## config.mk

```make
export PLATFORM = sky130hd
export DESIGN_NAME = tdm_clkgen
export DESIGN_NICKNAME = d
export VERILOG_FILES = /design/src/rtl/tdm_pkg.sv /design/src/rtl/tdm_tick_div.sv /design/src/rtl/tdm_framer.sv /design/src/rtl/tdm_clkgen.sv
export SDC_FILE = /design/constraint.sdc
export NUM_CORES = 1
export LEC_CHECK = 0
export BUFFER_PORTS_ARGS = -buffer_cell sky130_fd_sc_hd__buf_2
export CAP_MARGIN = 20
export CORE_MARGIN = 4
export CORE_UTILIZATION = 54
export CTS_CLUSTER_DIAMETER = 80
export DETAILED_ROUTE_END_ITERATION = 7
export PLACE_DENSITY = 0.87
export SKIP_CTS_REPAIR_TIMING = 1
export SLEW_MARGIN = 20
export SYNTH_ARGS = -nofsm -noshare
export SYNTH_HDL_FRONTEND = slang
export SYNTH_HIERARCHICAL = 1
export SYNTH_SLANG_ARGS = --single-unit
```

## constraint.sdc

```tcl
create_clock -name clk -period 3.72 [get_ports clk]
set_input_delay 0.744 -clock clk [delete_from_list [all_inputs] [get_ports clk]]
set_output_delay 0.744 -clock clk [all_outputs]
set_load 0.1 [all_outputs]
```

## src/rtl/tdm_pkg.sv

```systemverilog
package tdm_pkg;

    localparam int DIV_W         = 6;
    localparam int SLOT_CNT_W    = 3;
    localparam int MAX_SLOT_BITS = 32;
    localparam int MAX_SLOTS     = 1 << SLOT_CNT_W;
    localparam int BIT_W         = $clog2(MAX_SLOT_BITS);
    localparam int POS_W         = $clog2(MAX_SLOT_BITS * MAX_SLOTS) + 1;

    typedef enum logic [1:0] {
        FSW_SLOT  = 2'd0,
        FSW_HALF  = 2'd1,
        FSW_BIT   = 2'd2,
        FSW_BURST = 2'd3
    } fsw_e;

    typedef struct packed {
        logic slot_s;
        logic frame_s;
    } bound_t;

    typedef struct packed {
        logic bit_s;
        logic slot_s;
        logic frame_s;
    } strobe_t;

    // bits per slot for a 2-bit size code: 8 * (code + 1)
    function automatic logic [BIT_W:0] slot_bits(input logic [1:0] code);
        return {1'b0, code, 3'b000} + (BIT_W + 1)'(8);
    endfunction

endpackage

```

## src/rtl/tdm_tick_div.sv

```systemverilog
module tdm_tick_div #(
    parameter int W = 6
) (
    input  logic         clk,
    input  logic         rst,
    input  logic         clr,
    input  logic         tick_i,
    input  logic [W-1:0] div_i,
    output logic         tick_o,
    output logic         lvl_o
);
    logic [W-1:0] cnt_q;
    logic [W:0]   half;

    // ceil((div+1)/2) ticks of high time
    assign half   = ({1'b0, div_i} + (W + 1)'(2)) >> 1;
    assign tick_o = tick_i && (cnt_q == '0);

    always_ff @(posedge clk) begin
        if (rst || clr) begin
            cnt_q <= '0;
            lvl_o <= 1'b0;
        end else if (tick_i) begin
            lvl_o <= ({1'b0, cnt_q} < half);
            cnt_q <= (cnt_q >= div_i) ? '0 : cnt_q + 1'b1;
        end
    end
endmodule

```

## src/rtl/tdm_framer.sv

```systemverilog
module tdm_framer
    import tdm_pkg::*;
(
    input  logic                  clk,
    input  logic                  rst,
    input  logic                  clr,
    input  logic                  bit_t,
    input  logic [1:0]            fs_width,
    input  logic [SLOT_CNT_W-1:0] slot_cnt,
    input  logic [1:0]            slot_size,
    input  logic                  data_delay,
    input  logic                  ext_fs_sel,
    input  logic                  ext_fs_used,
    input  logic                  burst_req,
    output logic                  fs_int,
    output strobe_t               stb_o
);
    logic [BIT_W-1:0]      bcnt_q, cur_b;
    logic [SLOT_CNT_W-1:0] slcnt_q, cur_s;
    logic [BIT_W:0]        sbits;
    logic [POS_W-1:0]      total, pos;
    logic                  fsu_q, pend_q, act_q;
    logic                  burst, resync, start, idle;
    logic                  last_b, last_s, fs_calc;
    bound_t                now_b, dly_q;
    fsw_e                  wmode;

    assign wmode  = fsw_e'(fs_width);
    assign sbits  = slot_bits(slot_size);
    assign total  = POS_W'(sbits) * (POS_W'(slot_cnt) + POS_W'(1));
    assign burst  = !ext_fs_sel && (wmode == FSW_BURST);
    assign resync = ext_fs_sel && ext_fs_used && !fsu_q;
    assign start  = burst && !act_q && pend_q;
    assign idle   = burst && !act_q && !pend_q;
    assign cur_b  = resync ? '0 : bcnt_q;
    assign cur_s  = resync ? '0 : slcnt_q;
    assign pos    = POS_W'(cur_s) * POS_W'(sbits) + POS_W'(cur_b);
    assign last_b = ({1'b0, cur_b} == sbits - 1'b1);
    assign last_s = (cur_s == slot_cnt);

    assign now_b.slot_s  = (cur_b == '0);
    assign now_b.frame_s = (cur_b == '0) && (cur_s == '0);

    always_comb begin
        unique case (wmode)
            FSW_SLOT:  fs_calc = (cur_s == '0);
            FSW_HALF:  fs_calc = (pos < (total >> 1));
            FSW_BIT:   fs_calc = (pos == '0);
            default:   fs_calc = start;
        endcase
    end

    always_ff @(posedge clk) begin
        if (rst || clr) begin
            bcnt_q  <= '0;
            slcnt_q <= '0;
            fsu_q   <= 1'b0;
            pend_q  <= 1'b0;
            act_q   <= 1'b0;
            fs_int  <= 1'b0;
            dly_q   <= '0;
            stb_o   <= '0;
        end else begin
            pend_q <= (pend_q && !(bit_t && start)) || (burst_req && burst);
            if (bit_t) begin
                fsu_q       <= ext_fs_used;
                stb_o.bit_s <= 1'b1;
                if (idle) begin
                    fs_int        <= 1'b0;
                    dly_q         <= '0;
                    stb_o.slot_s  <= 1'b0;
                    stb_o.frame_s <= 1'b0;
                end else begin
                    bcnt_q  <= last_b ? '0 : cur_b + 1'b1;
                    slcnt_q <= !last_b ? cur_s :
                               ((last_s || burst) ? '0 : cur_s + 1'b1);
                    if (burst) act_q <= !last_b;
                    fs_int <= fs_calc;
                    dly_q  <= now_b;
                    if (data_delay) begin
                        stb_o.slot_s  <= dly_q.slot_s;
                        stb_o.frame_s <= dly_q.frame_s;
                    end else begin
                        stb_o.slot_s  <= now_b.slot_s;
                        stb_o.frame_s <= now_b.frame_s;
                    end
                end
            end else begin
                stb_o <= '0;
            end
        end
    end
endmodule

```

## src/rtl/tdm_clkgen.sv

```systemverilog
module tdm_clkgen
    import tdm_pkg::*;
#(
    parameter int HDIV_W = DIV_W,
    parameter int SDIV_W = DIV_W
) (
    input  logic                  clk,
    input  logic                  rst,
    input  logic                  enable,
    input  logic                  src_tick,
    input  logic                  host_src_ext,
    input  logic                  ext_host_pin,
    input  logic [HDIV_W-1:0]     host_div,
    input  logic                  host_out_inv,
    input  logic [SDIV_W-1:0]     ser_div,
    input  logic                  ser_src_ext,
    input  logic                  ext_ser_pin,
    input  logic                  ser_out_inv,
    input  logic                  fs_src_ext,
    input  logic                  ext_fs_pin,
    input  logic                  fs_in_inv,
    input  logic                  fs_out_inv,
    input  logic                  data_delay,
    input  logic [1:0]            fs_width,
    input  logic [SLOT_CNT_W-1:0] slot_cnt,
    input  logic [1:0]            slot_size,
    input  logic                  burst_req,
    output logic                  host_clk_o,
    output logic                  ser_clk_o,
    output logic                  fs_o,
    output logic                  bit_stb,
    output logic                  slot_stb,
    output logic                  frame_stb
);
    logic    clr;
    logic    host_pin_q, ser_pin_q, fs_pin_q;
    logic    src_t, host_tick, host_lvl;
    logic    ser_tick_int, ser_lvl_int, bit_t;
    logic    fs_int;
    strobe_t stb;

    assign clr = !enable;

    always_ff @(posedge clk) begin
        if (rst || clr) begin
            host_pin_q <= 1'b0;
            ser_pin_q  <= 1'b0;
            fs_pin_q   <= 1'b0;
        end else begin
            host_pin_q <= ext_host_pin;
            ser_pin_q  <= ext_ser_pin;
            fs_pin_q   <= ext_fs_pin;
        end
    end

    assign src_t = host_src_ext ? (ext_host_pin && !host_pin_q) : src_tick;

    tdm_tick_div #(.W(HDIV_W)) u_host_div (
        .clk(clk), .rst(rst), .clr(clr), .tick_i(src_t), .div_i(host_div),
        .tick_o(host_tick), .lvl_o(host_lvl)
    );

    tdm_tick_div #(.W(SDIV_W)) u_ser_div (
        .clk(clk), .rst(rst), .clr(clr), .tick_i(host_tick), .div_i(ser_div),
        .tick_o(ser_tick_int), .lvl_o(ser_lvl_int)
    );

    assign bit_t = enable && (ser_src_ext ? (ext_ser_pin && !ser_pin_q) : ser_tick_int);

    tdm_framer u_framer (
        .clk(clk), .rst(rst), .clr(clr), .bit_t(bit_t),
        .fs_width(fs_width), .slot_cnt(slot_cnt), .slot_size(slot_size),
        .data_delay(data_delay), .ext_fs_sel(fs_src_ext),
        .ext_fs_used(ext_fs_pin ^ fs_in_inv), .burst_req(burst_req),
        .fs_int(fs_int), .stb_o(stb)
    );

    assign host_clk_o = host_lvl ^ host_out_inv;
    assign ser_clk_o  = (ser_src_ext ? ser_pin_q : ser_lvl_int) ^ ser_out_inv;
    assign fs_o       = (fs_src_ext ? fs_pin_q : fs_int) ^ fs_out_inv;
    assign bit_stb    = stb.bit_s;
    assign slot_stb   = stb.slot_s;
    assign frame_stb  = stb.frame_s;
endmodule

```

==> run metrics, run 1 <==
GRT Total Usage 0.2103; Static Leak 1.899 nW; post-synthesis mux area share 0.02236; Core Rows 28; maximum vdd drop 0.0002029 V; CP startpoint kind input port; Place WS -225.2 ps; post-synthesis instance total between 300 and 400; Worst Hold Launch u_framer/dly_q[0]$_SDFFE_PP0P_; final setup vio count 0; diode count 0; crit-path cells buf_2 -> ha_1 -> xor2_2 -> and2_1 -> fa_1 -> ha_1 -> buf_4 -> fa_1 -> inv_1 -> ha_1 -> o211ai_1 -> a21oi_1 -> o32a_1 -> o21ai_1; final non-filler cell total ~530; DIE HEIGHT 86.20 um; M2 GR Usage 0.3805; ANT nets after route 0; H-tree Lvls 2; Syn Std Cell Area 3302 sq um; Area Overhead vs Synth 18.04%; nets 550; Syn Area/Cell 8.445 sq um; Worst-path clk slew 70 ps; largest net degree at the start of global routing 12; syn_nets 491; final core occ 0.6583; most used routing layer met2; status finished, final reports clean; Root Buffer clkbuf_8; slowest CP cell fa_1; category of the most critical setup path in -> reg; crit path max fanout 3; Initial Utilization 0.5577; Fmax 0.2763 GHz; number of synthesized flops with an enable pin 0; Tcrit/Tclk final 0.9729; synthesis warning total 6; share of cells above drive strength 1 0.2244; Seq/Total Area, Yosys 0.2061; clk_lat worst skew 280 ps; Hold WC Path Type reg -> reg; Placed Cells incl. Taps just over 500; Setup crit start slot_cnt[0]; Worst Path Buf+Inv 3; initial antenna violation count 0; Clock Skew between 3 and 4 ps; final worst slack 100.7 ps; power density cells 253.8 nW/um^2; IO buf count 40; io pins 41; Slew Viols, Final 0; total core area ~6000 sq um; 1st-pass router iterations 4; critical path required time ~3900 ps; number of library cell types mapped by synthesis 55; GRT met1 Usage 0.2535; largest family of logic cells by synthesized area adder cells; FF+latch count, synth 34; RR Startpoint u_framer/fsu_q$_SDFFE_PP0P_; Avg WL per Cell 14.13 um; DRC viols 0; full die area 7430 sq um; WHS 454.3 ps; most used cell along the critical path ha_1; HPWL after DPL 6.134 mm; Synth Flop Type dfxtp_1; Sink Count 34; Final Wtd Congestion 0.8630; final hold violations 0; Critical Path Sink Type flip-flop; vias in the first global route approximately 3000; TritonCTS clock tree built; Tmin final 3619 ps; Synth Area in Compound Gates 0.1561; simple-gate portion of the synthesized area 0.2293; Slew headroom 0.6775; GR Util met3 0.03517; Worst Max-Slew Pin Slew 487.1 ps; drt total wl 7.420 mm; share of synthesized registers carrying an async set or reset 0; Num CTS Buffers 5; Max Root-Sink Buffers 2; Max Cap Violations 0; routed vias 2936; Adder-Cell Fraction of Synth Area 0.2554; CP top delay family adder cells; Die X 86.20 um; Data arrival, critical path about 3800 ps; total grt overflow 0; XOR/XNOR Fraction of Synth Area 0.08223; slowest stage delay, CP 540 ps; first-pass GRT wire length roughly 13 mm; First DRT Iteration DRCs 188; Avg Vias per Cell 5.592
## kinds of logic (layout without fill, tap and decap cells)
group | after synthesis | in the layout
DFF | 34 | 34
muxes | 7 | 7
AOI/OAI and AO/OA | 71 | 71
buffers and inverters | 41 | 100
and+or+nand+nor | 142 | 142
xor gates and xnor gates | 31 | 31
adders and majority gates | 65 | 65
## layout make-up
type	instances	area (sq um)
Clock buffer	6	82.58
Clock inverter	1	30.03
Fill cell	486	2023
Inverter	33	123.9
Multi-Input combinational cell	316	2536
Sequential cell	34	680.7
Tap cell	75	93.84
Timing Repair Buffer	60	350.3
## path summary, 6_finish.rpt
path	cells past startpoint	endpoint	slack, ps
worst max-delay path	14	u_framer/fs_int$_SDFFE_PP0P_	100
worst min-delay path	2	u_framer/dly_q[0]$_SDFFE_PP0P_	450
worst max register to register	16	u_framer/fs_int$_SDFFE_PP0P_	530
worst min register to register	2	u_framer/dly_q[0]$_SDFFE_PP0P_	450
## stage by stage
step	power (W)	setup TNS (ps)	area (sq um)
finish	0.0009892	0	3897
global route	0.001041	-5.849	3897
CTS	0.0009946	0	3866
detailed placement	0.0006522	-225.2	3754
global placement	0.0006397	-77.79	3754
floorplan	0.0005670	0	3356
## flip-flops by register name, summed over array words and instances (netlist names)
| register | cells |
|---|---|
| ser_pin_q | 1 |
| u_ser_div/cnt_q | 6 |
| u_framer/bcnt_q | 5 |
| u_framer/fs_int | 1 |
| u_framer/fsu_q | 1 |
| u_ser_div/lvl_o | 1 |
| u_framer/act_q | 1 |
| host_pin_q | 1 |
| u_framer/slcnt_q | 3 |
| u_framer/pend_q | 1 |
| u_host_div/cnt_q | 6 |
| u_host_div/lvl_o | 1 |
| u_framer/dly_q | 2 |
| u_framer/stb_o | 3 |
| fs_pin_q | 1 |
## layer usage
metal	up-vias	share of wire
li1	1493	-
met1	1357	0.45
met2	71	0.49
met3	15	0.040
met4	0	0.016
met5	-	0
## worst min-delay path: stages (launching register included)
cell and delay [ps]:
dfxtp_1 310, nand2_1 50, o21ai_1 50
## cell usage after synthesis, types with 4 or more instances
cell type	instances	area share
xnor2_1	19	0.050
o21ai_1	9	0.014
ha_1	61	0.23
o21a_1	4	0.0091
nor2_1	35	0.040
nor3_1	9	0.014
nand2b_1	4	0.0076
nor2b_1	4	0.0076
a21o_1	5	0.011
and2_1	10	0.019
a21oi_1	16	0.024
fa_1	4	0.024
and3_1	4	0.0076
mux2i_1	6	0.018
xor2_1	12	0.032
nand4_1	6	0.011
o21ai_0	7	0.011
clkbuf_1	5	0.0057
nand2_1	28	0.032
dfxtp_1	34	0.21
nand3_1	16	0.024
inv_1	28	0.032
nand3b_1	8	0.018
o211ai_1	8	0.018
## cell usage in the layout (no fill, tap or decap), types with 3 or more instances in the layout
master    instances
nand2_1          25
nand3_1          16
clkbuf_8          6
nor3_1            9
o21a_1            4
nand2b_1          4
fa_1              4
nor2_1           35
inv_2             5
nand4_1           6
o21ai_0           7
a21o_1            5
ha_1             59
a21oi_1          15
xnor2_1          18
and2_1           10
xor2_1           10
inv_1            26
dfxtp_1          34
mux2i_1           6
o21ai_1           9
buf_4            20
a221oi_2          3
o211ai_1          8
buf_2            40
and3_1            4
a21oi_2           4
nand3b_1          8
nor2b_1           4
## power breakdown
group / switching (W) / total, W / internal, W
Combinational: 0.000160 / 0.000271 / 0.000111
Clock: 0.000126 / 0.000340 / 0.000214
Sequential: 0.00000619 / 0.000378 / 0.000371
Total: 0.000293 / 0.000989 / 0.000697
No activity file was read; power rests on OpenSTA's default activity.
==> run 2, diff against run 1 <==
--- a/config.mk
+++ b/config.mk
@@ -7,11 +7,11 @@
 export LEC_CHECK = 0
 export BUFFER_PORTS_ARGS = -buffer_cell sky130_fd_sc_hd__buf_2
 export CAP_MARGIN = 20
-export CORE_MARGIN = 4
-export CORE_UTILIZATION = 54
+export CORE_MARGIN = 10
+export CORE_UTILIZATION = 50
 export CTS_CLUSTER_DIAMETER = 80
 export DETAILED_ROUTE_END_ITERATION = 7
-export PLACE_DENSITY = 0.87
+export PLACE_DENSITY = 0.82
 export SKIP_CTS_REPAIR_TIMING = 1
 export SLEW_MARGIN = 20
 export SYNTH_ARGS = -nofsm -noshare
==> run 2 against run 1 <==
Clock power grew 21%. Worst hold slack better by 6.3 ps. Combinational power is essentially flat. Final area rose by 1.9%. Register-to-register slack lost 20 ps. Sequential power hardly changed. Fmax up 1.5%. Utilization is 3.6 points lower. Critical endpoint unchanged.
==> run metrics, run 2 (synthesis results as in run 1) <==
status finished, final reports clean (unchanged); routed vias 2909 (was 2936); Area Overhead vs Synth 20.27% (was 18.04%); First DRT Iteration DRCs 137 (was 188); Int Pwr 0.0007538 W (was 0.0006967 W); final non-filler cell total 532 (was 525); Max Root-Sink Buffers 2 (unchanged); final hold violations 0 (unchanged); Hold Path End u_framer/dly_q[0]$_SDFFE_PP0P_ (unchanged); combinational fraction of design power 0.258 (was 0.274); Data arrival, critical path 3790 ps (was 3840 ps); initial antenna violation count 0 (unchanged); Hold WC Path Type reg -> reg (unchanged); clk_lat worst skew 290 ps (was 280 ps); Slew headroom 0.6730 (was 0.6775); maximum vdd drop 0.0002063 V (was 0.0002029 V); Sink Count 34 (unchanged); largest net degree at the start of global routing 13 (was 12); io pins 41 (unchanged); sw frac 0.2897 (was 0.2957); commonest non-fill, non-tap cells in the layout 58 x ha_1, 40 x buf_2, 35 x nor2_1 (was 59 x ha_1, 40 x buf_2, 35 x nor2_1); cells on worst reg2reg path 13 (was 16); Static Leak 1.926 nW (was 1.899 nW); Slew Viols, Final 0 (unchanged); TritonCTS clock tree built (unchanged); Cell Area, Placed 3764 sq um (was 3754 sq um); Core Rows 29 (was 28); Clock Skew 5.774 ps (was 3.727 ps); GRT Total Usage 0.1513 (was 0.2103); RR Startpoint u_framer/slcnt_q[2]$_SDFFE_PP0P_ (was u_framer/fsu_q$_SDFFE_PP0P_); vias in the first global route 2924 (was 3021); Avg Vias per Cell 5.468 (was 5.592); commonest non-fill, non-tap cell in the layout ha_1 (unchanged); final instance area 3971 sq um (was 3897 sq um); Tcrit/Tclk final 0.9583 (was 0.9729); total grt overflow 0 (unchanged); Fmax 0.2805 GHz (was 0.2763 GHz); Tmin final 3565 ps (was 3619 ps); first-pass GRT wire length 13.14 mm (was 12.87 mm); critical path required time 3940 ps (about the same); Reg2Reg Setup Slack 510 ps (was 530 ps); drt total wl 7.663 mm (was 7.420 mm); IO buf count 40 (unchanged); Critical Path Sink Type flip-flop (unchanged); final worst slack 155.1 ps (was 100.7 ps); final setup vio count 0 (unchanged); Worst Max-Slew Pin Slew 493.9 ps (was 487.1 ps); switching power total 0.0003074 W (was 0.0002925 W); full die area 10250 sq um (was 7430 sq um); DRC viols 0 (unchanged); Final Wtd Congestion 0.8903 (was 0.8630); category of the most critical setup path in -> reg (unchanged); share of cells above drive strength 1 0.2374 (was 0.2244); nets 554 (was 550); total core area 6386 sq um (was 5921 sq um); CP startpoint kind input port (unchanged); HPWL after DPL 6.360 mm (was 6.134 mm); power density cells 267.2 nW/um^2 (was 253.8 nW/um^2); Root Buffer clkbuf_8 (unchanged); Placed Cells incl. Taps 521 (was 518); crit path max fanout 3 (unchanged); biggest regs u_host_div/cnt_q: 6 flops, u_ser_div/cnt_q: 6 flops, u_framer/bcnt_q: 5 flops (unchanged); Num CTS Buffers 5 (unchanged); sequential power share 0.356 (was 0.382); RR Endpoint u_framer/fs_int$_SDFFE_PP0P_ (unchanged); Initial Utilization 0.5170 (was 0.5577); Place WS -176.0 ps (was -225.2 ps); Worst Hold Path Cells 2 (unchanged); Max Cap Violations 0 (unchanged); Fill cells 534 (was 486); total negative slack 0 ps (unchanged); 1st-pass router iterations 4 (unchanged); Avg WL per Cell 14.40 um (was 14.13 um); diode count 0 (unchanged); Worst-path clk slew 70 ps (about the same); Worst Hold Launch u_framer/dly_q[0]$_SDFFE_PP0P_ (unchanged); ANT nets after route 0 (unchanged); Die X 101.3 um (was 86.20 um); DIE HEIGHT 101.3 um (was 86.20 um); clock share of power 0.386 (was 0.344); H-tree Lvls 2 (unchanged)
-- run 2: changes by cell type in the layout (fill, tap and decap cells not counted), sizes merged --
cell,previous run,this run
bufinv,1,2
clkbuf,6,5
buf,60,64
clkinv,2,3
-- run 2: per-layer routing --
metal,track usage,up-vias,share of wire
met5,0,-,0
met2,0.2607,66,0.49
met1,0.1850,1329,0.45
li1,-,1502,-
met3,0.03199,12,0.047
met4,0.04180,0,0.014
-- run 2: power groups by stage --
stage / Clock [W] / Sequential (W) / Combinational (W)
after floorplan: 0 / 0.000388 / 0.000179
after global placement: 0 / 0.000385 / 0.000256
after detailed placement: 0 / 0.000386 / 0.000266
after CTS: 0.000415 / 0.000377 / 0.000268
after global routing: 0.000430 / 0.000378 / 0.000306
final: 0.000410 / 0.000377 / 0.000274
-- run 2: final cells by class --
type	count	area, sq um	area share
Multi-Input combinational cell	316	2552	0.6427
Sequential cell	34	680.7	0.1714
Timing Repair Buffer	64	380.4	0.09578
Inverter	33	123.9	0.03119
Tap cell	77	96.34	0.02426
Clock buffer	5	68.82	0.01733
Clock inverter	3	68.82	0.01733
-- run 2: worst max-delay path by stage --
stage / start / end / slack, ps / cells past startpoint
finish: slot_cnt[0] / u_framer/fs_int$_SDFFE_PP0P_ / 160 / 15
global route: slot_cnt[0] / u_framer/fs_int$_SDFFE_PP0P_ / -10 / 15
CTS: fs_in_inv / u_framer/fs_int$_SDFFE_PP0P_ / 120 / 18
detailed placement: fs_in_inv / u_framer/fs_int$_SDFFE_PP0P_ / -180 / 18
global placement: fs_in_inv / u_framer/fs_int$_SDFFE_PP0P_ / -80 / 18
floorplan: fs_in_inv / u_framer/fs_int$_SDFFE_PP0P_ / 30 / 16
-- run 2: stage by stage --
stage / total power, W / hold slack, ps / utilization
final: 0.001061 / 460.7 / 0.6219
after global routing: 0.001115 / 481.6 / 0.6219
after CTS: 0.001061 / 457.6 / 0.6109
after detailed placement: 0.0006521 / 447.2 / 0.5893
after global placement: 0.0006416 / 434.0 / 0.5893
after floorplan: 0.0005670 / 425.9 / -
-- run 2: worst max-delay path, stage by stage --
cell and delay [ps]:
buf_2 110, ha_1 210, xor2_2 150, and2_1 170, fa_1 540, ha_4 210
ha_1 280, a21o_1 200, a21oi_2 170, xnor2_1 130, ha_1 260, nand2_1 70
nand3b_1 70, o32a_1 350, o21ai_1 120
==> run 3, diff against run 2 <==
--- a/config.mk
+++ b/config.mk
@@ -5,12 +5,14 @@
 export SDC_FILE = /design/constraint.sdc
 export NUM_CORES = 1
 export LEC_CHECK = 0
+export ABC_CLOCK_PERIOD_IN_PS = 3720
 export BUFFER_PORTS_ARGS = -buffer_cell sky130_fd_sc_hd__buf_2
 export CAP_MARGIN = 20
 export CORE_MARGIN = 10
 export CORE_UTILIZATION = 50
 export CTS_CLUSTER_DIAMETER = 80
 export DETAILED_ROUTE_END_ITERATION = 7
+export GPL_TIMING_DRIVEN = 0
 export PLACE_DENSITY = 0.82
 export SKIP_CTS_REPAIR_TIMING = 1
 export SLEW_MARGIN = 20
==> run 3 against run 2 <==
Final area is essentially flat. Register-to-register slack worse by 140 ps. Worst hold slack got worse by 5.1 ps. Power is 1.4% higher. Global-route usage is essentially flat. Critical path type unchanged. Clock power increased by 2%. Highest routed layer unchanged. Worst setup slack got worse by 86 ps.
==> run metrics, run 3 (synthesis results as in run 1) <==
M2 GR Usage 0.2676 (was 0.2607); full die area 10250 sq um (unchanged); largest net degree at the start of global routing 13 (unchanged); crit path max fanout 8 (was 3); Tcrit/Tclk final 0.9815 (was 0.9583); routed vias 2947 (was 2909); final core occ 0.6213 (was 0.6219); TritonCTS clock tree built (unchanged); GR Util met3 0.02995 (was 0.03199); Static Leak 1.909 nW (was 1.926 nW); HPWL after DPL 6.223 mm (was 6.360 mm); maximum vdd drop 0.0001489 V (was 0.0002063 V); Slew headroom 0.6734 (was 0.6730); Critical Path Sink Type flip-flop (unchanged); IO buf count 40 (unchanged); Tmin final 3651 ps (was 3565 ps); diode count 0 (unchanged); Worst-path clk slew 80 ps (was 70 ps); status finished, final reports clean (unchanged); Final Wtd Congestion 0.8539 (was 0.8903); vias in the first global route 2920 (was 2924); Worst Hold Launch u_framer/dly_q[0]$_SDFFE_PP0P_ (unchanged); Area Overhead vs Synth 20.16% (was 20.27%); category of the most critical setup path in -> reg (unchanged); drt total wl 7.935 mm (was 7.663 mm); 1st-pass router iterations 4 (unchanged); First DRT Iteration DRCs 116 (was 137); initial antenna violation count 0 (unchanged); Die X 101.3 um (unchanged); biggest regs u_host_div/cnt_q: 6 flops, u_ser_div/cnt_q: 6 flops, u_framer/bcnt_q: 5 flops (unchanged); final hold violations 0 (unchanged); Root Buffer clkbuf_8 (unchanged); Register Area 680.7 sq um (unchanged); commonest non-fill, non-tap cell in the layout ha_1 (unchanged); RR Startpoint u_framer/slcnt_q[2]$_SDFFE_PP0P_ (unchanged); Setup crit start slot_cnt[0] (unchanged); Core Rows 29 (unchanged); most used routing layer met2 (unchanged); Avg Vias per Cell 5.581 (was 5.468); RSZ-0062 raised after global routing true; Hold WC Path Type reg -> reg (unchanged); total core area 6386 sq um (unchanged); DRC viols 0 (unchanged); critical path required time 3960 ps (was 3940 ps); CP startpoint kind input port (unchanged); Worst Max-Slew Pin Slew 489.9 ps (was 493.9 ps); GRT Total Usage 0.1516 (was 0.1513); io pins 41 (unchanged); Num CTS Buffers 5 (unchanged); final setup vio count 0 (unchanged); Fill cells 521 (was 534); Sink Count 34 (unchanged); first-pass GRT wire length 13.00 mm (was 13.14 mm); Clock Skew 13.24 ps (was 5.774 ps); H-tree Lvls 2 (unchanged); Initial Utilization 0.5170 (unchanged); clk_lat worst skew 300 ps (was 290 ps); Reg2Reg Setup Slack 370 ps (was 510 ps); Fmax 0.2739 GHz (was 0.2805 GHz); Slew Viols, Final 0 (unchanged); total grt overflow 0 (unchanged); commonest non-fill, non-tap cells in the layout 57 x ha_1, 39 x buf_2, 35 x nor2_1 (was 58 x ha_1, 40 x buf_2, 35 x nor2_1); Avg WL per Cell 15.03 um (was 14.40 um); DIE HEIGHT 101.3 um (unchanged); Data arrival, critical path 3890 ps (was 3790 ps); Max Cap Violations 0 (unchanged); total power 0.001076 W (was 0.001061 W); nets 550 (was 554); power density cells 271.1 nW/um^2 (was 267.2 nW/um^2); share of cells above drive strength 1 0.2195 (was 0.2374); Max Root-Sink Buffers 2 (unchanged); ANT nets after route 0 (unchanged); GRT met1 Usage 0.1803 (was 0.1850); Multi-input gate area 2557 sq um (was 2552 sq um)
run 3: cell count changes in the layout (fill, tap and decap cells not counted), sizes merged:
cell,before,now
buf,64,53
clkbuf,5,12
run 3: critical path: stages:
cell and delay, ps:
buf_2 150, ha_1 220, xor2_1 150, and2_1 170, fa_1 530, ha_4 220
ha_1 290, a21o_1 190, a21oi_2 140, xnor2_1 160, ha_1 280, o211ai_1 100
a21oi_1 60, o32a_1 350, o21ai_1 130
run 3: report_power, final:
group	switching (W)	internal (W)
logic	0.000162	0.000119
clock network	0.000148	0.000268
registers	0.00000635	0.000371
run 3: through the flow:
step / setup slack (ps) / instances / setup TNS (ps) / cell area, sq um / hold WS [ps]
detailed placement: -364.1 / 508 / -364.1 / 3652 / 447.7
CTS: -63.63 / 516 / -63.63 / 3790 / 457.9
global route: -90.25 / 528 / -90.25 / 3968 / 485.1
global placement: -309.2 / 508 / -309.2 / 3652 / 433.9
finish: 68.73 / 528 / 0 / 3968 / 455.6
floorplan: 31.31 / 391 / 0 / 3356 / 425.9
run 3: final cells by class:
type,instances,share of cell area
Clock buffer,5,0.01734
Buffer,8,0.01198
Sequential cell,34,0.1716
Tap cell,77,0.02428
Inverter,33,0.03122
Clock inverter,3,0.01734
Timing Repair Buffer,52,0.08168
Multi-Input combinational cell,316,0.6446
run 3: routing by layer:
metal,part of all wire,routed length (um)
met1,0.43,3398
met2,0.51,4048
met3,0.050,396
met4,0.011,91
met5,0,0
run 3: worst paths after layout:
| check | cells past startpoint | endpoint |
|---|---|---|
| max | 15 | u_framer/fs_int$_SDFFE_PP0P_ |
| min | 2 | u_framer/dly_q[0]$_SDFFE_PP0P_ |
| max reg2reg | 14 | u_framer/fs_int$_SDFFE_PP0P_ |
| min reg2reg | 2 | u_framer/dly_q[0]$_SDFFE_PP0P_ |
